File: src/rtl/ahb_arb_pkg.sv
package ahb_arb_pkg;

    typedef enum logic [1:0] {
        ST_PARK = 2'd0,
        ST_BUSY = 2'd1,
        ST_HOLD = 2'd2
    } arb_state_e;

endpackage

File: src/rtl/arb_prio_pick.sv
module arb_prio_pick #(
    parameter int N   = 8,
    parameter int IDW = 3
) (
    input  logic [N-1:0]   cand,
    output logic           found,
    output logic [IDW-1:0] idx
);
    // Highest index wins: the last match in an ascending scan.
    always_comb begin
        found = 1'b0;
        idx   = '0;
        for (int k = 0; k < N; k++) begin
            if (cand[k]) begin
                found = 1'b1;
                idx   = IDW'(k);
            end
        end
    end
endmodule

File: src/rtl/arb_rr_pick.sv
module arb_rr_pick #(
    parameter int N   = 8,
    parameter int IDW = 3
) (
    input  logic [N-1:0]   cand,
    input  logic [IDW-1:0] start,
    output logic           found,
    output logic [IDW-1:0] idx
);
    // Circular search from start; the nearest match is assigned last.
    always_comb begin
        found = 1'b0;
        idx   = '0;
        for (int k = N - 1; k >= 0; k--) begin
            int pos;
            pos = int'(start) + k;
            if (pos >= N) pos = pos - N;
            if (cand[pos]) begin
                found = 1'b1;
                idx   = IDW'(pos);
            end
        end
    end
endmodule

File: src/rtl/arb_split_mask.sv
module arb_split_mask #(
    parameter int N       = 8,
    parameter int IDW     = 3,
    parameter int SPLIT_W = 16
) (
    input  logic               clk,
    input  logic               rst_n,
    input  logic               set_en,
    input  logic [IDW-1:0]     set_idx,
    input  logic [SPLIT_W-1:0] release_vec,
    output logic [N-1:0]       mask
);
    logic [N-1:0] mask_q;
    logic         unused_rel;

    // Upper release bits name no master.
    assign unused_rel = ^release_vec;

    for (genvar i = 0; i < N; i++) begin : g_bit
        always_ff @(posedge clk or negedge rst_n) begin
            if (!rst_n) begin
                mask_q[i] <= 1'b0;
            end else begin
                mask_q[i] <= (mask_q[i] & ~release_vec[i]) |
                             (set_en && (set_idx == IDW'(i)));
            end
        end
    end

    assign mask = mask_q;
endmodule

File: src/rtl/ahb_bus_arbiter.sv
module ahb_bus_arbiter
    import ahb_arb_pkg::*;
#(
    parameter int N_MASTERS = 8,
    parameter int OWNER_W   = 4,
    parameter int SPLIT_W   = 16
) (
    input  logic                 clk,
    input  logic                 rst_n,
    input  logic                 policy_rr,
    input  logic                 xfer_ready,
    input  logic [N_MASTERS-1:0] bus_req,
    input  logic [N_MASTERS-1:0] lock_req,
    input  logic                 split_resp,
    input  logic [SPLIT_W-1:0]   split_release,
    output logic [N_MASTERS-1:0] grant,
    output logic [OWNER_W-1:0]   owner_id,
    output logic                 owner_locked
);
    localparam int IDW = (N_MASTERS > 1) ? $clog2(N_MASTERS) : 1;

    arb_state_e     state_q, state_d;
    logic [IDW-1:0] grant_q, grant_d;
    logic [IDW-1:0] owner_q;
    logic           olock_q;
    logic           mode_q, mode_d;

    logic [N_MASTERS-1:0] mask_vec;
    logic [N_MASTERS-1:0] eligible;
    logic [IDW-1:0]       rr_start;
    logic                 prio_found, rr_found;
    logic [IDW-1:0]       prio_idx, rr_idx;
    logic                 lock_keep;

    arb_split_mask #(
        .N(N_MASTERS), .IDW(IDW), .SPLIT_W(SPLIT_W)
    ) u_mask (
        .clk         (clk),
        .rst_n       (rst_n),
        .set_en      (split_resp & xfer_ready),
        .set_idx     (owner_q),
        .release_vec (split_release),
        .mask        (mask_vec)
    );

    assign eligible  = bus_req & ~mask_vec;
    assign lock_keep = lock_req[grant_q];

    always_comb begin
        if (int'(grant_q) + 1 >= N_MASTERS) rr_start = '0;
        else                                rr_start = grant_q + IDW'(1);
    end

    arb_prio_pick #(.N(N_MASTERS), .IDW(IDW)) u_prio (
        .cand  (eligible),
        .found (prio_found),
        .idx   (prio_idx)
    );

    arb_rr_pick #(.N(N_MASTERS), .IDW(IDW)) u_rr (
        .cand  (eligible),
        .start (rr_start),
        .found (rr_found),
        .idx   (rr_idx)
    );

    // Next-state and next-grant decision.
    always_comb begin
        state_d = state_q;
        grant_d = grant_q;
        mode_d  = mode_q;
        unique case (state_q)
            ST_PARK: mode_d = policy_rr;
            ST_BUSY: mode_d = mode_q;
            ST_HOLD: mode_d = mode_q;
            default: mode_d = mode_q;
        endcase
        if (xfer_ready) begin
            if (lock_keep) begin
                state_d = ST_HOLD;
                grant_d = grant_q;
            end else if (mode_q ? rr_found : prio_found) begin
                state_d = ST_BUSY;
                grant_d = mode_q ? rr_idx : prio_idx;
            end else begin
                state_d = ST_PARK;
                grant_d = '0;
            end
        end
    end

    // State register.
    always_ff @(posedge clk or negedge rst_n) begin
        if (!rst_n) begin
            state_q <= ST_PARK;
            grant_q <= '0;
            owner_q <= '0;
            olock_q <= 1'b0;
            mode_q  <= 1'b0;
        end else begin
            state_q <= state_d;
            grant_q <= grant_d;
            mode_q  <= mode_d;
            if (xfer_ready) begin
                owner_q <= grant_q;
                olock_q <= lock_keep;
            end
        end
    end

    // Outputs.
    always_comb begin
        grant        = '0;
        grant[grant_q] = 1'b1;
        owner_id     = OWNER_W'(owner_q);
        owner_locked = olock_q;
    end
endmodule

File: config.mk
export PLATFORM = sky130hd
export DESIGN_NAME = ahb_bus_arbiter
export DESIGN_NICKNAME = d
export VERILOG_FILES = /design/src/rtl/ahb_arb_pkg.sv /design/src/rtl/arb_prio_pick.sv /design/src/rtl/arb_rr_pick.sv /design/src/rtl/arb_split_mask.sv /design/src/rtl/ahb_bus_arbiter.sv
export SDC_FILE = /design/constraint.sdc
export NUM_CORES = 1
export LEC_CHECK = 0
export CAP_MARGIN = 0
export CORE_MARGIN = 10
export CORE_UTILIZATION = 44
export CTS_CLUSTER_DIAMETER = 100
export DETAILED_ROUTE_END_ITERATION = 8
export PLACE_DENSITY = 0.77
export SLEW_MARGIN = 20
export SYNTH_ARGS = -nofsm -noshare
export SYNTH_HDL_FRONTEND = slang
export SYNTH_HIERARCHICAL = 1
export SYNTH_SLANG_ARGS = --single-unit
File: constraint.sdc
create_clock -name clk -period 3.75 [get_ports clk]
set_input_delay 0.75 -clock clk [delete_from_list [all_inputs] [get_ports clk]]
set_output_delay 0.75 -clock clk [all_outputs]
set_load 0.05 [all_outputs]
==> impl_metrics.py, run 1 <==
metrics = {
    "outcome": {
        "status": "complete, no violations",
    },
    "sta": {
        "timing.fmax_mhz": 289.6,
        "clock_skew_ns": 0.002322,
        "setup_ws_ns": 0.2965,
        "period_share_pct": 92.09,
        "maxSlewHeadroom_pct": 49.75,
        "tightest_slew_ns": 0.7514,
        "hold_violations": 0,
        "timing.setup.tns_ns": 0,
        "setup_viol": 0,
        "final_max_slew_viol_count": 0,
        "rsz0062_at_grt": "false",
        "timing.final.crit_period_ns": 3.454,
    },
    "worst_setup_path": {
        "arrival_ns": 3.59,
        "critPathLaunchType": "register",
        "critical_path_class": "reg2reg",
        "end_kind": "register",
        "required_ns": 3.89,
        "critPathMaxFanout": 9,
    },
    "global_route": {
        "antenna_found_initial": 0,
        "overflow": 0,
        "grt_max_degree": 19,
        "grt_usage_pct": 12.55,
        "grt_pass1_wl_mm": 7.817,
        "grt_pass1_vias": 1729,
    },
    "yosys": {
        "synth_compound_area_share_pct": 19.30,
        "synth-simple-area-share_pct": 18.75,
        "synth_adder_area_share_pct": 2.068,
        "syn_avg_cell_area_um2": 9.216,
        "yosysWarnings": 6,
        "synthXorXnorAreaFrac_pct": 1.930,
        "synthesis.area_um2": 1815,
        "synth-edff-count": 0,
        "synth_top_family_by_area": "multiplexers",
        "synthMuxAreaShare_pct": 26.19,
        "yosysMostFrequentCell": "dfrtp_1",
        "yosysSeqAreaShare_pct": 23.43,
        "synthFlopType": "dfrtp_1",
        "synth_common_cells": "dfrtp_1, inv_1, nand2_1, nor2_1",
        "syn-num-nets": 237,
        "ys_ff_latch": 17,
        "synth_area_leader_cell": "dfrtp_1",
        "synth.area.top_cells": "dfrtp_1, mux4_1, mux4_2, mux2_2, nor2b_1",
        "ys_types": 54,
        "netlist.area_leader.share_pct": 23.43,
        "async_flop_share_pct": 100.0,
        "postSynthCellCount": 197,
    },
    "clock_tree": {
        "clock_latency_ns": 0.25,
        "root_buffer": "clkbuf_8",
        "cts_buffers": 3,
        "cts.clk_slew.worst_paths_ns": 0.07,
        "cts_num_sinks": 17,
        "htreeDepth": 1,
        "post-cts-setup-buffers": 0,
        "holdBufCountCts": 0,
        "post_cts_resized": 0,
        "max-clock-path-buffers": 2,
        "cts_tree": "yes",
    },
    "finish": {
        "final_net_count": 279,
        "area_delta_synth_final_pct": 27.29,
        "multiInputGateArea_um2": 1250,
        "drive_above_1_share_pct": 14.71,
        "regArea_um2": 425.4,
        "final.fill_count": 338,
        "n_antenna_cell": 0,
        "utilization_pct": 57.77,
    },
    "floorplanning": {
        "fp.dieH_um": 84.24,
        "die-area_um2": 7096,
        "num_io_pins": 50,
        "die_x_um": 84.24,
        "initial_core_util_pct": 45.39,
        "core-area_um2": 4000,
        "rows": 23,
    },
    "placement": {
        "globalplace.congestion": 0.9041,
        "hpwl_mm": 3.729,
        "portBuffers": 40,
        "pre_cts_slack_ns": 0.1813,
    },
    "drt": {
        "drtPass1Iterations": 4,
        "avgRoutedWirePerCell_um": 15.93,
        "drt-total-wl_mm": 4.587,
        "via_per_inst": 5.788,
        "drtAntennaViolNets": 0,
        "drtIter0Drc": 53,
        "drcViolationCount": 0,
        "via_count": 1667,
    },
    "worst_hold_path": {
        "worstHoldPathType": "reg2reg",
    },
    "flow_run": {
        "drv_cap": 0,
    },
}
-- area by class of cell --
| type | instances | share of cell area [%] |
|---|---|---|
| timing repair buffer | 48 | 19.92 |
| sequential | 17 | 18.41 |
| tap | 50 | 2.707 |
| multi-input combinational | 152 | 54.09 |
| inverter | 17 | 2.924 |
| clock buffer | 4 | 1.949 |
-- layer usage --
metal  up-vias  track usage, %  part of all wire (%)  routed length (µm)
met5         -               0                     0                   0
met4         0           3.957                  0.83                  38
met3         6           3.671                   6.3                 287
met2        55           22.48                    51                2360
met1       785           13.80                    41                1901
li1        821               -                     -                   -
-- flip-flops by register name (all words and copies together) (netlist names) --
name         flops
u_mask/mask      8
grant_q          3
owner_q          3
state_q          2
mode_q           1
-- cell usage in the layout (no fill, tap or decap), types with 2 or more instances in the layout --
master,netlist,final
o21a_1,2,2
buf_4,5,8
o32ai_2,2,2
nand2_1,14,14
xnor2_1,2,2
a21oi_1,12,12
clkdlybuf4s50_1,0,40
xor2_1,2,2
and2_1,3,3
nand4_1,2,2
inv_1,16,15
clkbuf_8,0,3
ha_1,3,3
nor3_1,4,4
o22ai_1,9,9
o31ai_1,3,3
dfrtp_1,17,17
mux4_2,5,5
nand2b_1,3,3
a31oi_1,3,3
a211oi_1,2,2
o21ai_0,4,4
mux2i_1,7,7
mux2_4,4,4
nor3b_1,4,4
nor2_1,14,13
nor2b_1,12,12
mux4_1,5,5
mux2_2,8,8
-- stage by stage --
stage | cells | cell area [µm²] | hold WS, ns
final | 288 | 2311 | 0.5292
after global routing | 288 | 2311 | 0.5492
after CTS | 288 | 2311 | 0.5352
after detailed placement | 284 | 2266 | 0.5036
after global placement | 284 | 2266 | 0.4929
after floorplan | 197 | 1828 | 0.4544
-- path summary, 6_finish.rpt --
| check | slack [ns] | from | endpoint | cells past startpoint |
|---|---|---|---|---|
| setup / recovery | 0.30 | grant_q[1]$_DFFE_PN0P_ | grant_q[2]$_DFFE_PN0P_ | 12 |
| hold / removal | 0.53 | u_mask/mask[4]$_DFF_PN0_ | u_mask/mask[4]$_DFF_PN0_ | 2 |
| setup reg to reg | 0.30 | grant_q[1]$_DFFE_PN0P_ | grant_q[2]$_DFFE_PN0P_ | 12 |
| hold reg to reg | 0.53 | u_mask/mask[4]$_DFF_PN0_ | u_mask/mask[4]$_DFF_PN0_ | 2 |
| max in group asynchronous | 2.34 | rst_n | u_mask/mask[1]$_DFF_PN0_ | 1 |
| min in group asynchronous | 0.94 | rst_n | owner_q[1]$_DFFE_PN0P_ | 1 |
-- critical path, cell delays in order (launching register included) --
cell and delay [ns]:
dfrtp_1 0.44, ha_1 0.30, nor2b_1 0.15, inv_1 0.08, ha_1 0.46, mux4_1 0.44, nor2b_1 0.19, o211ai_1 0.16
a211oi_1 0.09, nor4b_1 0.31, o22ai_1 0.16, a32o_1 0.28, mux2_4 0.26
-- logic make-up after synthesis --
logic type | Yosys count
DFF | 17
adders and majority gates | 3
and+or+nand+nor | 64
other | 1
buffers and inverters | 28
AOI/OAI and AO/OA | 50
muxes | 30
xor gates and xnor gates | 4
Power of run 1 is left out: the tool's default activity adds up to more than one toggle a clock period on the data nets, which glitch-free logic cannot reach.
==> run 2: changes to the inputs <==
- SKIP_LAST_GASP: default -> 1
==> results of run 2 <==
The final DEF is identical to that of run 1; final timing and power are the same.
Power of run 2 is left out for the same reason.
==> run 3: changes to the inputs <==
- MAX_ROUTING_LAYER: default -> met4
- SETUP_SLACK_MARGIN: default -> 0.4
==> run 3 against run 2 <==
Net effect:
- first-iteration DRC count is 1.9% higher
- core utilization is 0.78 points higher
- cell count is 0.69% lower
- clock-buffer cell count stayed put
- die area stayed put
- global-route usage is 0.075 points higher
- clock skew hardly changed
- setup slack better by 0.27 ns
- worst hold slack worse by 0.013 ns
- design area is 1.4% higher
==> impl_metrics.py, run 3 (synthesis results as in run 1) <==
metrics = {
    "finish": {
        "final_net_count": 277,
        "drive_above_1_share_pct": 19.49,
        "final_common_cell": "clkdlybuf4s50_1",
        "final.fill_count": 341,
        "multiInputGateArea_um2": 1291,
        "regArea_um2": 425.4,
        "n_antenna_cell": 0,
        "area_delta_synth_final_pct": 29.01,
        "mostFrequentLayoutCells": "clkdlybuf4s50_1, dfrtp_1, nand2_1, inv_1, nor2_1",
        "largest_reg_flops": 8,
    },
    "clock_tree": {
        "htreeDepth": 1,
        "root_buffer": "clkbuf_8",
        "cts.clk_slew.worst_paths_ns": 0.06,
        "clock_latency_ns": 0.25,
        "cts_buffers": 3,
        "cts_num_sinks": 17,
        "post-cts-setup-buffers": 0,
        "cts_tree": "yes",
        "max-clock-path-buffers": 2,
        "holdBufCountCts": 0,
    },
    "drt": {
        "avgRoutedWirePerCell_um": 15.51,
        "via_per_inst": 5.731,
        "drtIter0Drc": 54,
        "drt-total-wl_mm": 4.437,
        "drtPass1Iterations": 4,
        "drcViolationCount": 0,
        "drtAntennaViolNets": 0,
        "via_count": 1639,
    },
    "sta": {
        "hold-worst-slack_ns": 0.5166,
        "rsz0062_at_grt": "false",
        "final_max_slew_viol_count": 0,
        "timing.fmax_mhz": 314.5,
        "maxSlewHeadroom_pct": 49.35,
        "timing.final.crit_period_ns": 3.180,
        "clock_skew_ns": 0.002342,
        "timing.setup.tns_ns": 0,
        "period_share_pct": 84.79,
        "setup_viol": 0,
        "hold_violations": 0,
        "tightest_slew_ns": 0.7574,
        "setup_ws_ns": 0.5703,
    },
    "worst_setup_path": {
        "required_ns": 3.87,
        "critPathTopFamily": "multiplexers",
        "critPathMaxFanout": 9,
        "critPathBufInv": 1,
        "critical_path_class": "reg2reg",
        "arrival_ns": 3.30,
        "critPathLaunchType": "register",
        "crit_slowest_cell": "dfrtp_1",
        "end_kind": "register",
        "crit_chain": "ha_1 > nor2b_4 > inv_6 > ha_4 > mux4_2 > mux2_4 > o21ai_2 > a31oi_1 > o21bai_1 > mux2_1 > a32oi_1 > mux2i_1",
        "critPathMaxStageDelay_ns": 0.44,
    },
    "floorplanning": {
        "num_io_pins": 50,
        "fp.dieH_um": 84.24,
        "initial_core_util_pct": 45.39,
        "die_x_um": 84.24,
        "rows": 23,
        "core-area_um2": 4000,
        "die-area_um2": 7096,
    },
    "placement": {
        "pre_cts_slack_ns": 0.2869,
        "hpwl_mm": 3.569,
        "globalplace.congestion": 0.9264,
        "portBuffers": 40,
    },
    "outcome": {
        "status": "complete, no violations",
    },
    "global_route": {
        "grt_usage_pct": 12.62,
        "overflow": 0,
        "grt_max_degree": 20,
        "grt_pass1_vias": 1638,
        "grt_pass1_wl_mm": 7.583,
        "antenna_found_initial": 0,
    },
    "worst_hold_path": {
        "worstHoldPathType": "reg2reg",
    },
    "flow_run": {
        "drv_cap": 0,
    },
}
[run 3: cell count changes in the layout (fill, tap and decap cells not counted), sizes merged]
cell / delta
buf: -2
[run 3: metrics by stage]
step / instances / cell area, µm² / util [%]
3_3_place_gp: 282 / 2278 / 56.96
2_1_floorplan: 197 / 1868 / -
5_1_grt: 286 / 2342 / 58.55
3_5_place_dp: 282 / 2278 / 56.96
6_report: 286 / 2342 / 58.55
4_1_cts: 286 / 2326 / 58.15
[run 3: repair_timing]
action,in CTS,in global routing
resized for setup,1,8
setup endpoints to repair,3,3
pin swaps,0,1
[run 3: cell type report]
class,instances,share of cell area (%)
clock buffers,4,1.923
inverters,17,3.098
multi-input cells,152,55.13
flip-flops and latches,17,18.16
well taps,50,2.671
repair buffers,46,19.02
[run 3: tightest hold or removal path: cells and delay by family (launching register included)]
family | cells | cell delay (ns)
buffers and inverters | 1 | 0.05
AOI/OAI and AO/OA | 1 | 0.08
DFF | 1 | 0.34
[run 3: worst paths after layout]
kind,start,end,slack (ns),cells past startpoint
max,grant_q[1]$_DFFE_PN0P_,grant_q[0]$_DFFE_PN0P_,0.57,12
min,u_mask/mask[0]$_DFF_PN0_,u_mask/mask[0]$_DFF_PN0_,0.52,2
max reg2reg,grant_q[1]$_DFFE_PN0P_,grant_q[0]$_DFFE_PN0P_,0.57,12
min reg2reg,u_mask/mask[0]$_DFF_PN0_,u_mask/mask[0]$_DFF_PN0_,0.52,2
max in group asynchronous,rst_n,u_mask/mask[3]$_DFF_PN0_,2.33,1
min in group asynchronous,rst_n,owner_q[0]$_DFFE_PN0P_,0.95,1
[run 3: routing by layer]
metal / track usage [%] / up-vias / routed length, µm / share of wire, %
li1: - / 809 / - / -
met1: 14.74 / 778 / 2020 / 46
met2: 21.51 / 46 / 2181 / 49
met3: 1.932 / 6 / 174 / 3.9
met4: 4.110 / 0 / 61 / 1.4
met5: - / - / 0 / 0
Power of run 3 is left out for the same reason.
